==> src/rtl/ssp_pkg.sv <==
package ssp_pkg;
  typedef enum logic [1:0] {
    ST_IDLE  = 2'd0,
    ST_WAIT  = 2'd1,
    ST_SHIFT = 2'd2,
    ST_TAIL  = 2'd3
  } ssp_state_e;
endpackage

==> src/rtl/ssp_phase_gen.sv <==
// Free-running phase counter over one shift-clock period, with strobes
// marking the core edges where the clock rises, falls, and data is launched.
module ssp_phase_gen #(
  parameter int HALF = 4,
  parameter int HOLD = 2
) (
  input  logic clk,
  input  logic rst_n,
  output logic rise_stb,
  output logic fall_stb,
  output logic launch_stb
);
  localparam int PER  = 2 * HALF;
  localparam int PH_W = (PER > 2) ? $clog2(PER) : 1;
  localparam logic [PH_W-1:0] LAST_PH   = PH_W'(PER - 1);
  localparam logic [PH_W-1:0] RISE_PH   = PH_W'(HALF - 1);
  localparam logic [PH_W-1:0] LAUNCH_PH = PH_W'(HALF + HOLD - 1);

  logic [PH_W-1:0] ph_q;

  always_ff @(posedge clk or negedge rst_n) begin
    if (!rst_n) begin
      ph_q <= '0;
    end else if (ph_q == LAST_PH) begin
      ph_q <= '0;
    end else begin
      ph_q <= ph_q + 1'b1;
    end
  end

  always_comb begin
    rise_stb   = (ph_q == RISE_PH);
    fall_stb   = (ph_q == LAST_PH);
    launch_stb = (ph_q == LAUNCH_PH);
  end
endmodule

==> src/rtl/ssp_seq.sv <==
// Transfer sequencer: waits for a period boundary, drives the shift clock,
// counts bits, and holds the data line after the last edge before release.
module ssp_seq
  import ssp_pkg::*;
#(
  parameter int BITS = 8,
  parameter int REL  = 5
) (
  input  logic clk,
  input  logic rst_n,
  input  logic rise_stb,
  input  logic fall_stb,
  input  logic launch_stb,
  input  logic start_tx,
  input  logic start_rx,
  output logic idle,
  output logic sclk,
  output logic sd_oe,
  output logic shift_tx,
  output logic sample_rx,
  output logic done,
  output logic done_is_tx
);
  localparam int CNT_W  = (BITS > 2) ? $clog2(BITS) : 1;
  localparam int TAIL_W = (REL > 1) ? $clog2(REL + 1) : 1;
  localparam logic [CNT_W-1:0]  LAST_BIT = CNT_W'(BITS - 1);
  localparam logic [TAIL_W-1:0] TAIL_END = TAIL_W'(REL - 1);

  ssp_state_e        state_q;
  logic              mode_tx_q;
  logic              sclk_q;
  logic              oe_q;
  logic [CNT_W-1:0]  bit_q;
  logic [TAIL_W-1:0] tail_q;
  logic              last_edge;

  assign last_edge = (state_q == ST_SHIFT) && rise_stb && (bit_q == LAST_BIT);

  always_ff @(posedge clk or negedge rst_n) begin
    if (!rst_n) begin
      state_q   <= ST_IDLE;
      mode_tx_q <= 1'b0;
      sclk_q    <= 1'b1;
      oe_q      <= 1'b0;
      bit_q     <= '0;
      tail_q    <= '0;
    end else begin
      unique case (state_q)
        ST_IDLE: begin
          if (start_tx) begin
            state_q   <= ST_WAIT;
            mode_tx_q <= 1'b1;
          end else if (start_rx) begin
            state_q   <= ST_WAIT;
            mode_tx_q <= 1'b0;
          end
        end
        ST_WAIT: begin
          if (fall_stb) begin
            state_q <= ST_SHIFT;
            sclk_q  <= 1'b0;
            bit_q   <= '0;
            oe_q    <= mode_tx_q;
          end
        end
        ST_SHIFT: begin
          if (rise_stb) begin
            sclk_q <= 1'b1;
            if (bit_q == LAST_BIT) begin
              state_q <= ST_TAIL;
              tail_q  <= '0;
            end else begin
              bit_q <= bit_q + 1'b1;
            end
          end else if (fall_stb) begin
            sclk_q <= 1'b0;
          end
        end
        ST_TAIL: begin
          if (tail_q == TAIL_END) begin
            state_q <= ST_IDLE;
            oe_q    <= 1'b0;
          end else begin
            tail_q <= tail_q + 1'b1;
          end
        end
        default: state_q <= ST_IDLE;
      endcase
    end
  end

  always_comb begin
    idle       = (state_q == ST_IDLE);
    sclk       = sclk_q;
    sd_oe      = oe_q;
    shift_tx   = (state_q == ST_SHIFT) && launch_stb && mode_tx_q;
    sample_rx  = (state_q == ST_SHIFT) && rise_stb && !mode_tx_q;
    done       = last_edge;
    done_is_tx = mode_tx_q;
  end
endmodule

==> src/rtl/ssp_shifter.sv <==
// Transmit and receive shift registers, both least significant bit first.
module ssp_shifter #(
  parameter int BITS = 8
) (
  input  logic            clk,
  input  logic            rst_n,
  input  logic            tx_load,
  input  logic [BITS-1:0] tx_byte,
  input  logic            shift_tx,
  input  logic            sample_rx,
  input  logic            rx_commit,
  input  logic            sd_i,
  output logic            sd_o,
  output logic [BITS-1:0] rx_byte
);
  logic [BITS-1:0] tx_sr_q;
  logic [BITS-1:0] rx_sr_q;
  logic [BITS-1:0] rx_next;
  logic [BITS-1:0] rx_hold_q;

  generate
    if (BITS > 1) begin : g_wide
      assign rx_next = {sd_i, rx_sr_q[BITS-1:1]};
    end else begin : g_one
      assign rx_next = sd_i;
    end
  endgenerate

  always_ff @(posedge clk or negedge rst_n) begin
    if (!rst_n) begin
      tx_sr_q <= '0;
    end else if (tx_load) begin
      tx_sr_q <= tx_byte;
    end else if (shift_tx) begin
      tx_sr_q <= tx_sr_q >> 1;
    end
  end

  always_ff @(posedge clk or negedge rst_n) begin
    if (!rst_n) begin
      rx_sr_q   <= '0;
      rx_hold_q <= '0;
    end else begin
      if (sample_rx) begin
        rx_sr_q <= rx_next;
      end
      if (rx_commit) begin
        rx_hold_q <= rx_next;
      end
    end
  end

  assign sd_o    = tx_sr_q[0];
  assign rx_byte = rx_hold_q;
endmodule

==> src/rtl/ssp_sync_master.sv <==
module ssp_sync_master #(
  parameter int BITS = 8,
  parameter int HALF = 4,
  parameter int HOLD = 2,
  parameter int REL  = 5
) (
  input  logic            clk,
  input  logic            rst_n,
  input  logic            tx_valid,
  output logic            tx_ready,
  input  logic [BITS-1:0] tx_data,
  output logic            tx_done,
  input  logic            tx_done_clr,
  input  logic            rx_start,
  output logic            rx_valid,
  input  logic            rx_ready,
  output logic [BITS-1:0] rx_data,
  output logic            sclk,
  output logic            sd_o,
  output logic            sd_oe,
  input  logic            sd_i
);
  logic rise_stb, fall_stb, launch_stb;
  logic idle, start_tx, start_rx;
  logic shift_tx, sample_rx, done, done_is_tx;
  logic tx_done_q, rx_valid_q;

  assign start_tx = tx_valid && idle;
  assign start_rx = rx_start && idle && !tx_valid && !rx_valid_q;

  ssp_phase_gen #(.HALF(HALF), .HOLD(HOLD)) u_phase (
    .clk        (clk),
    .rst_n      (rst_n),
    .rise_stb   (rise_stb),
    .fall_stb   (fall_stb),
    .launch_stb (launch_stb)
  );

  ssp_seq #(.BITS(BITS), .REL(REL)) u_seq (
    .clk        (clk),
    .rst_n      (rst_n),
    .rise_stb   (rise_stb),
    .fall_stb   (fall_stb),
    .launch_stb (launch_stb),
    .start_tx   (start_tx),
    .start_rx   (start_rx),
    .idle       (idle),
    .sclk       (sclk),
    .sd_oe      (sd_oe),
    .shift_tx   (shift_tx),
    .sample_rx  (sample_rx),
    .done       (done),
    .done_is_tx (done_is_tx)
  );

  ssp_shifter #(.BITS(BITS)) u_shift (
    .clk       (clk),
    .rst_n     (rst_n),
    .tx_load   (start_tx),
    .tx_byte   (tx_data),
    .shift_tx  (shift_tx),
    .sample_rx (sample_rx),
    .rx_commit (done && !done_is_tx),
    .sd_i      (sd_i),
    .sd_o      (sd_o),
    .rx_byte   (rx_data)
  );

  always_ff @(posedge clk or negedge rst_n) begin
    if (!rst_n) begin
      tx_done_q  <= 1'b0;
      rx_valid_q <= 1'b0;
    end else begin
      if (done && done_is_tx) begin
        tx_done_q <= 1'b1;
      end else if (tx_done_clr) begin
        tx_done_q <= 1'b0;
      end
      if (done && !done_is_tx) begin
        rx_valid_q <= 1'b1;
      end else if (rx_ready) begin
        rx_valid_q <= 1'b0;
      end
    end
  end

  assign tx_ready = idle;
  assign tx_done  = tx_done_q;
  assign rx_valid = rx_valid_q;
endmodule

==> config.mk <==
export PLATFORM = sky130hd
export DESIGN_NAME = ssp_sync_master
export DESIGN_NICKNAME = d
export VERILOG_FILES = /design/src/rtl/ssp_pkg.sv /design/src/rtl/ssp_phase_gen.sv /design/src/rtl/ssp_seq.sv /design/src/rtl/ssp_shifter.sv /design/src/rtl/ssp_sync_master.sv
export SDC_FILE = /design/constraint.sdc
export NUM_CORES = 1
export LEC_CHECK = 0
export CORE_UTILIZATION = 53
export CTS_CLUSTER_SIZE = 30
export DETAILED_ROUTE_END_ITERATION = 10
export PLACE_DENSITY = 0.78
export SLEW_MARGIN = 20
export SYNTH_ARGS = -nofsm -noshare
export SYNTH_HDL_FRONTEND = slang
export SYNTH_HIERARCHICAL = 1
export SYNTH_SLANG_ARGS = --single-unit
==> constraint.sdc <==
create_clock -name clk -period 2.3 [get_ports clk]
set_clock_uncertainty 0.2 [all_clocks]
set_input_delay 0.46 -clock clk [delete_from_list [all_inputs] [get_ports clk]]
set_output_delay 0.46 -clock clk [all_outputs]
set_load 0.01 [all_outputs]
* Yosys cells after proc, flatten, opt, wreduce, memory -nomap -nowiden
Index checks and enable logic that the tools add are counted.
** Operators by class
- Add/sub/neg operators :: 3
- Equal/unequal tests :: 15
- Mux-type cells :: 30
- Reductions and logical operators :: 27
** Operators by type and width (number)
- $mux W3 :: 7
- $mux W8 :: 2
- $reduce_bool A2 Y1 :: 7
- $eq A3 B3 Y1 const B :: 4
- $mux W2 :: 6
- $pmux W3 S2 :: 2
- $logic_and A1 B1 Y1 :: 11
- $mux W1 :: 10
- $add A3 B1 Y3 const B :: 3
- $ne A2 B2 Y1 const B :: 4
- $pmux W2 S4 :: 1
- $reduce_and A4 Y1 :: 2
- $reduce_and A5 Y1 :: 1
- $eq A2 B2 Y1 const B :: 2
- $ne A2 B1 Y1 const B :: 2
- $pmux W1 S2 :: 2
- $eq A3 B2 Y1 const B :: 1
- $logic_not A1 Y1 :: 3
- $ne A3 B1 Y1 const B :: 1
- $reduce_and A3 Y1 :: 1
- $eq A2 B1 Y1 const B :: 1
- $logic_not A2 Y1 :: 1
- $reduce_and A2 Y1 :: 1
** Storage, ports and cells
- Register bits after elaboration :: 40
- Bits of input ports :: 15
- Logic and storage cells :: 87

* Depth between registers and ports, before layout
- Depth after elaboration :: 7
- Mapped depth :: 7

* Cells and area by module
The synthesis kept the hierarchy.
** Modules (own cells, without submodules)
- ssp_shifter :: times used 1, cells an instance 66, area an instance 992.2 um^2
- ssp_seq :: times used 1, cells an instance 69, area an instance 716.9 um^2
- ssp_phase_gen :: times used 1, cells an instance 13, area an instance 150.1 um^2
- ssp_sync_master :: times used 1, cells an instance 11, area an instance 102.6 um^2

* Least setup slack after synthesis
OpenSTA, ideal clock, no wires.
- Kind :: reg-to-reg
- Start :: register u_seq.state_q[0]
- End :: register u_shift.rx_hold_q[0], in the netlist u_shift/rx_byte[0]
- Data arrival time :: 1.746 ns
- Required time :: 1.975 ns
- Slack :: 0.228 ns
- Stages on the path, launching flop included :: 8
- Buffers on the path :: 2
- Clock period less this slack :: 2.072 ns
- Cell sequence :: dfrtp_1 > inv_1 > ha_1 > clkbuf_1 > and3_2 > nor2b_4 > buf_6 > mux2_4
** Between the ends
- Word-level cells in the longest chain between the ends :: 4
** RTL lines
- from (decl) :: line ssp_seq.sv:29 : ssp_state_e state_q;
- from (signal assigned) :: line ssp_seq.sv:41 : state_q <= ST_IDLE;
- from (signal assigned) :: line ssp_seq.sv:51 : state_q <= ST_WAIT;
- from (signal assigned) :: line ssp_seq.sv:54 : state_q <= ST_WAIT;
- $eq A2 B2 Y1 :: line ssp_seq.sv:37 : assign last_edge = (state_q == ST_SHIFT) && rise_stb && (bit_q == LAST_BIT);
- $logic_and A1 B1 Y1 (2 in a row) :: line ssp_seq.sv:37
- named net done :: line ssp_sync_master.sv:25 : logic shift_tx, sample_rx, done, done_is_tx;
- $logic_and A1 B1 Y1 :: line ssp_sync_master.sv:63 : .rx_commit (done && !done_is_tx),
- to (signal assigned) :: line ssp_shifter.sv:48 : rx_hold_q <= rx_next;
- to (decl) :: line ssp_shifter.sv:19 : logic [BITS-1:0] rx_hold_q;
The timed path passes the listed nets, and every way through them passes these cells.
A chain may end at the register's enable or synchronous reset.

* Worst setup path in the final report
- Start :: register u_seq.state_q[1]
- End :: output tx_ready
** Between the ends
- Word-level cells in the longest chain between the ends :: 1
** RTL lines
- $logic_not A2 Y1 :: line ssp_seq.sv:93 : idle = (state_q == ST_IDLE);
- to (decl) :: line ssp_sync_master.sv:10 : output logic tx_ready,
No other way between the ends.

==> results.txt <==
Leaving out fill and tap cells, the most frequent cell in the layout is sky130_fd_sc_hd__dfrtp_1. During synthesis, Yosys emitted a total of 6 warnings. After synthesis, the largest family of logic cells by area is multiplexers. Buffers placed on the I/O ports in this run total 28.

The total global-route track usage is 0.202. The layout net count is 221. Once the clock tree was built, the setup fixing pass inserted 0 buffers. The deepest level of the CTS H-tree came out at 2. Synthesis inferred 39 register bits. Internal power comes to 1040 uW.

The endpoint identified for the worst register-to-register timing path is u_shift/rx_byte[7]. The number of fill cells is 239. The via-per-instance ratio came out at 5.18. The detailed router finished its first iteration with 45 violations. The kind of path behind the tightest hold check is in -> async. The distinct cell type count after synthesis is 34. Dividing the detail-routed wire length by the instance count gives 14.4 um. The final period demand of the worst path came out at 2.19 ns. The first global-routing pass estimated 6.04 mm of wire. The arithmetic-cell share of the synthesized area counting full adders, half adders and majority gates is 0.0829. The run finished with clean final reports. Summed over all cells, the static leakage comes to 0.00105 uW. The post-synthesis instance area is 0.00196 mm2. The clock input transition at the sequential cells of the worst setup and hold paths came out at 0.08 ns.

The mean instance size in the synthesized netlist is 12.3 um2. The power per unit of standard cell area came out at 547 mW/mm2. The number of global-route vias before repair came to 1280. Setup violations remaining at the end of the flow were counted as 0. The number of antenna diodes in the final layout is 0. The power share of the combinational group came out at 0.034. The count of flip-flops with a built-in enable after synthesis is 0. The overall die area is 0.00395 mm2. Of the cells placed in the final design, the portion with a size suffix greater than 1 is 0.201. In this run the register-to-register setup slack is 0.16 ns. The count of TritonRoute iterations in the first routing pass came out at 4. Setup repair after global routing left no endpoint under its margin. Measured along the x axis, the die boundary spans 62.8 um. The layout-stage area growth over the synthesis result came out at 22.4%. Counting flops with an async set or reset pin after synthesis yields a share of 1.00. The actual transition at the worst max-transition pin came out at 0.474 ns.

The number of buffers added by the clock tree synthesis step is 5. The launching point of the worst reg2reg path is u_seq/state_q[0]. By startpoint and endpoint, the worst setup path is classified as reg -> out. The compound-cell area share of the yosys netlist came to 0.0791. The number of DRC violations after detailed routing is 0. By area the synthesized netlist is led by sky130_fd_sc_hd__dfrtp_1 48%, sky130_fd_sc_hd__mux2_4 11%, sky130_fd_sc_hd__ha_1 8.3%, sky130_fd_sc_hd__mux2i_1 6.1%, sky130_fd_sc_hd__nand2_1 3.6%.

Entering global routing, the biggest net connects 40 pins. VDD sags by at most 0.510 mV. The number of nets in the synthesized netlist is 187. TritonCTS built the clock tree. The synthesized instance count came out at 159.

The worst-path maximum fanout is 6. The proportion of netlist area held by the largest area contributor is 0.485. The upper clock frequency limit is 456 MHz. The final hold violation count is 0.

The count of nets left with antenna violations once routing finished came out at 0. The clock latency of the later-clocked register in the worst-skew pair is 0.29 ns. The total routed wirelength came out at 3.46 mm.

The kind of start point of the critical path is a flip-flop. Of the total power, registers draw 0.528. The number of max-slew violations in the final report is 0. The switching fraction of total power came out at 0.209.

The total grt overflow is 0. The deepest clock path buffer count came out at 2. The final setup TNS is 0 ns. The switching power total is 274 uW. The share of cell area taken by muxes after synthesis is 0.188. The library cells used most frequently in the layout, excluding fill and tap cells, are 38 x sky130_fd_sc_hd__dfrtp_1, 27 x sky130_fd_sc_hd__clkdlybuf4s50_1, 19 x sky130_fd_sc_hd__nand2_1, 15 x sky130_fd_sc_hd__mux2_4. The number of maximum-capacitance violations came out at 0.

Of the total synthesized cell area, the portion taken by AND, OR, NAND and NOR gates is 0.105. The initial antenna violation count was 0. For this design, the sink count on the clock tree is 39. Across all hold checks on the routed design, the worst slack comes to 0.00372 ns. The worst relative slew slack came out at 0.684. The part of the total power dissipated in the clock network is 0.438.

The floorplan has 21 rows. The cell count of the worst reg-to-reg path came out at 5. From bottom edge to top edge, the die measures 62.8 um. The initial core utilization is 0.570.

STA classifies the critical path endpoint as an output pin. The number of vias in the routed layout came out at 1242. In the synthesized netlist the dominant register cell turns out to be sky130_fd_sc_hd__dfrtp_1. The final period utilization is 0.954.

STA puts the critical path data required time at 1.64 ns. The area share of xor/xnor cells in the synthesized design is 0. The root buffer cell is sky130_fd_sc_hd__clkbuf_8.

The last weighted congestion value of the routability-driven placer came out at 0.757. Of the synthesized area, sequential elements account for 0.498. The post-detailed-placement half-perimeter wirelength is 2.44 mm. The core area is 0.00344 mm2. For this design the top-level I/O count stands at 29.

The biggest area contributor in the post-synthesis netlist is sky130_fd_sc_hd__dfrtp_1. The endpoint arrival time on the critical path came out at 1.53 ns.
-- final cells by class --
class / instances / area [um2] / area share
clock inverters: 3 / 43.8 / 0.0182
repair buffers: 32 / 305 / 0.127
multi-input cells: 103 / 903 / 0.376
flip-flops and latches: 39 / 977 / 0.407
inverters: 12 / 45.0 / 0.0188
well taps: 46 / 57.6 / 0.0240
clock buffers: 5 / 68.8 / 0.0287
-- Yosys cell counts, types with 2 or more instances --
cell type,n
sky130_fd_sc_hd__nand2b_1,2
sky130_fd_sc_hd__inv_1,12
sky130_fd_sc_hd__mux2i_1,12
sky130_fd_sc_hd__dfrtp_1,38
sky130_fd_sc_hd__a21oi_1,2
sky130_fd_sc_hd__mux2_1,2
sky130_fd_sc_hd__o21ai_1,7
sky130_fd_sc_hd__nor2b_1,2
sky130_fd_sc_hd__nand2_1,19
sky130_fd_sc_hd__o21ai_0,4
sky130_fd_sc_hd__buf_6,4
sky130_fd_sc_hd__ha_1,13
sky130_fd_sc_hd__and2_1,2
sky130_fd_sc_hd__a31oi_1,2
sky130_fd_sc_hd__a21boi_2,2
sky130_fd_sc_hd__nor2_1,4
sky130_fd_sc_hd__mux2_4,15
-- worst max-delay path by stage --
stage / end / cells past startpoint / from / slack (ns)
4_1_cts: tx_ready / 3 / u_seq/state_q[0] / 0.03
3_5_place_dp: u_seq/state_q[1] / 6 / rx_start / 0.15
6_report: tx_ready / 3 / u_seq/state_q[1] / 0.11
2_1_floorplan: u_shift/rx_byte[0] / 7 / u_seq/state_q[0] / 0.23
3_3_place_gp: u_seq/state_q[1] / 6 / rx_start / 0.18
5_1_grt: tx_ready / 3 / u_seq/state_q[1] / 0.06
-- worst max-delay path, cell delays in order (launching register included) --
cell                              delay, ns
sky130_fd_sc_hd__dfrtp_1               0.44
sky130_fd_sc_hd__inv_2                 0.11
sky130_fd_sc_hd__ha_4                  0.16
sky130_fd_sc_hd__clkdlybuf4s50_1       0.53
-- layer usage --
layer | vias to the layer above | track usage | share of wire
li1 | 610 | - | -
met5 | - | 0 | 0
met1 | 604 | 0.259 | 0.49
met4 | 0 | 0.0872 | 0.011
met2 | 24 | 0.313 | 0.45
met3 | 4 | 0.0639 | 0.043
-- flip-flops by register name, indices dropped and copies added (netlist names) --
register          count
u_shift/tx_sr_q       8
u_seq/bit_q           3
u_seq/tail_q          3
u_phase/ph_q          3
u_seq/done_is_tx      1
tx_done               1
u_shift/rx_byte       8
rx_valid              1
u_seq/sd_oe           1
u_seq/sclk            1
u_seq/state_q         2
u_shift/rx_sr_q       7
-- per-stage QoR --
| step | std cells | area [um2] | util | total power [uW] | worst slack (ns) |
|---|---|---|---|---|---|
| 2_1_floorplan | 159 | 1960 | - | 713 | 0.228 |
| 3_3_place_gp | 232 | 2280 | 0.661 | 751 | 0.182 |
| 3_5_place_dp | 232 | 2280 | 0.661 | 753 | 0.151 |
| 4_1_cts | 240 | 2400 | 0.698 | 1330 | 0.0325 |
| 5_1_grt | 240 | 2400 | 0.698 | 1370 | 0.0558 |
| 6_report | 240 | 2400 | 0.698 | 1310 | 0.106 |
-- power by group through the flow --
stage          Combinational [uW]  Sequential (uW)  Clock (uW)
3_5_place_dp                 45.9              707           0
4_1_cts                      46.4              694         587
5_1_grt                      50.0              694         623
3_3_place_gp                 44.7              707           0
2_1_floorplan                7.02              706           0
6_report                     45.2              694         575
-- cells by family after synthesis --
| logic type | Yosys count |
|---|---|
| flip-flops | 39 |
| buffers and inverters | 17 |
| AND/OR/NAND/NOR | 38 |
| multiplexers | 29 |
| AO/OA/AOI/OAI | 23 |
| adder cells (fa/ha/maj) | 13 |
-- what timing repair did --
action,4_1_cts,5_1_grt
resized for setup,2,2
hold buffers,0,0
cloned,0,0
setup endpoints to repair,1,1
Note: power is estimated with default switching activity, not from simulation.
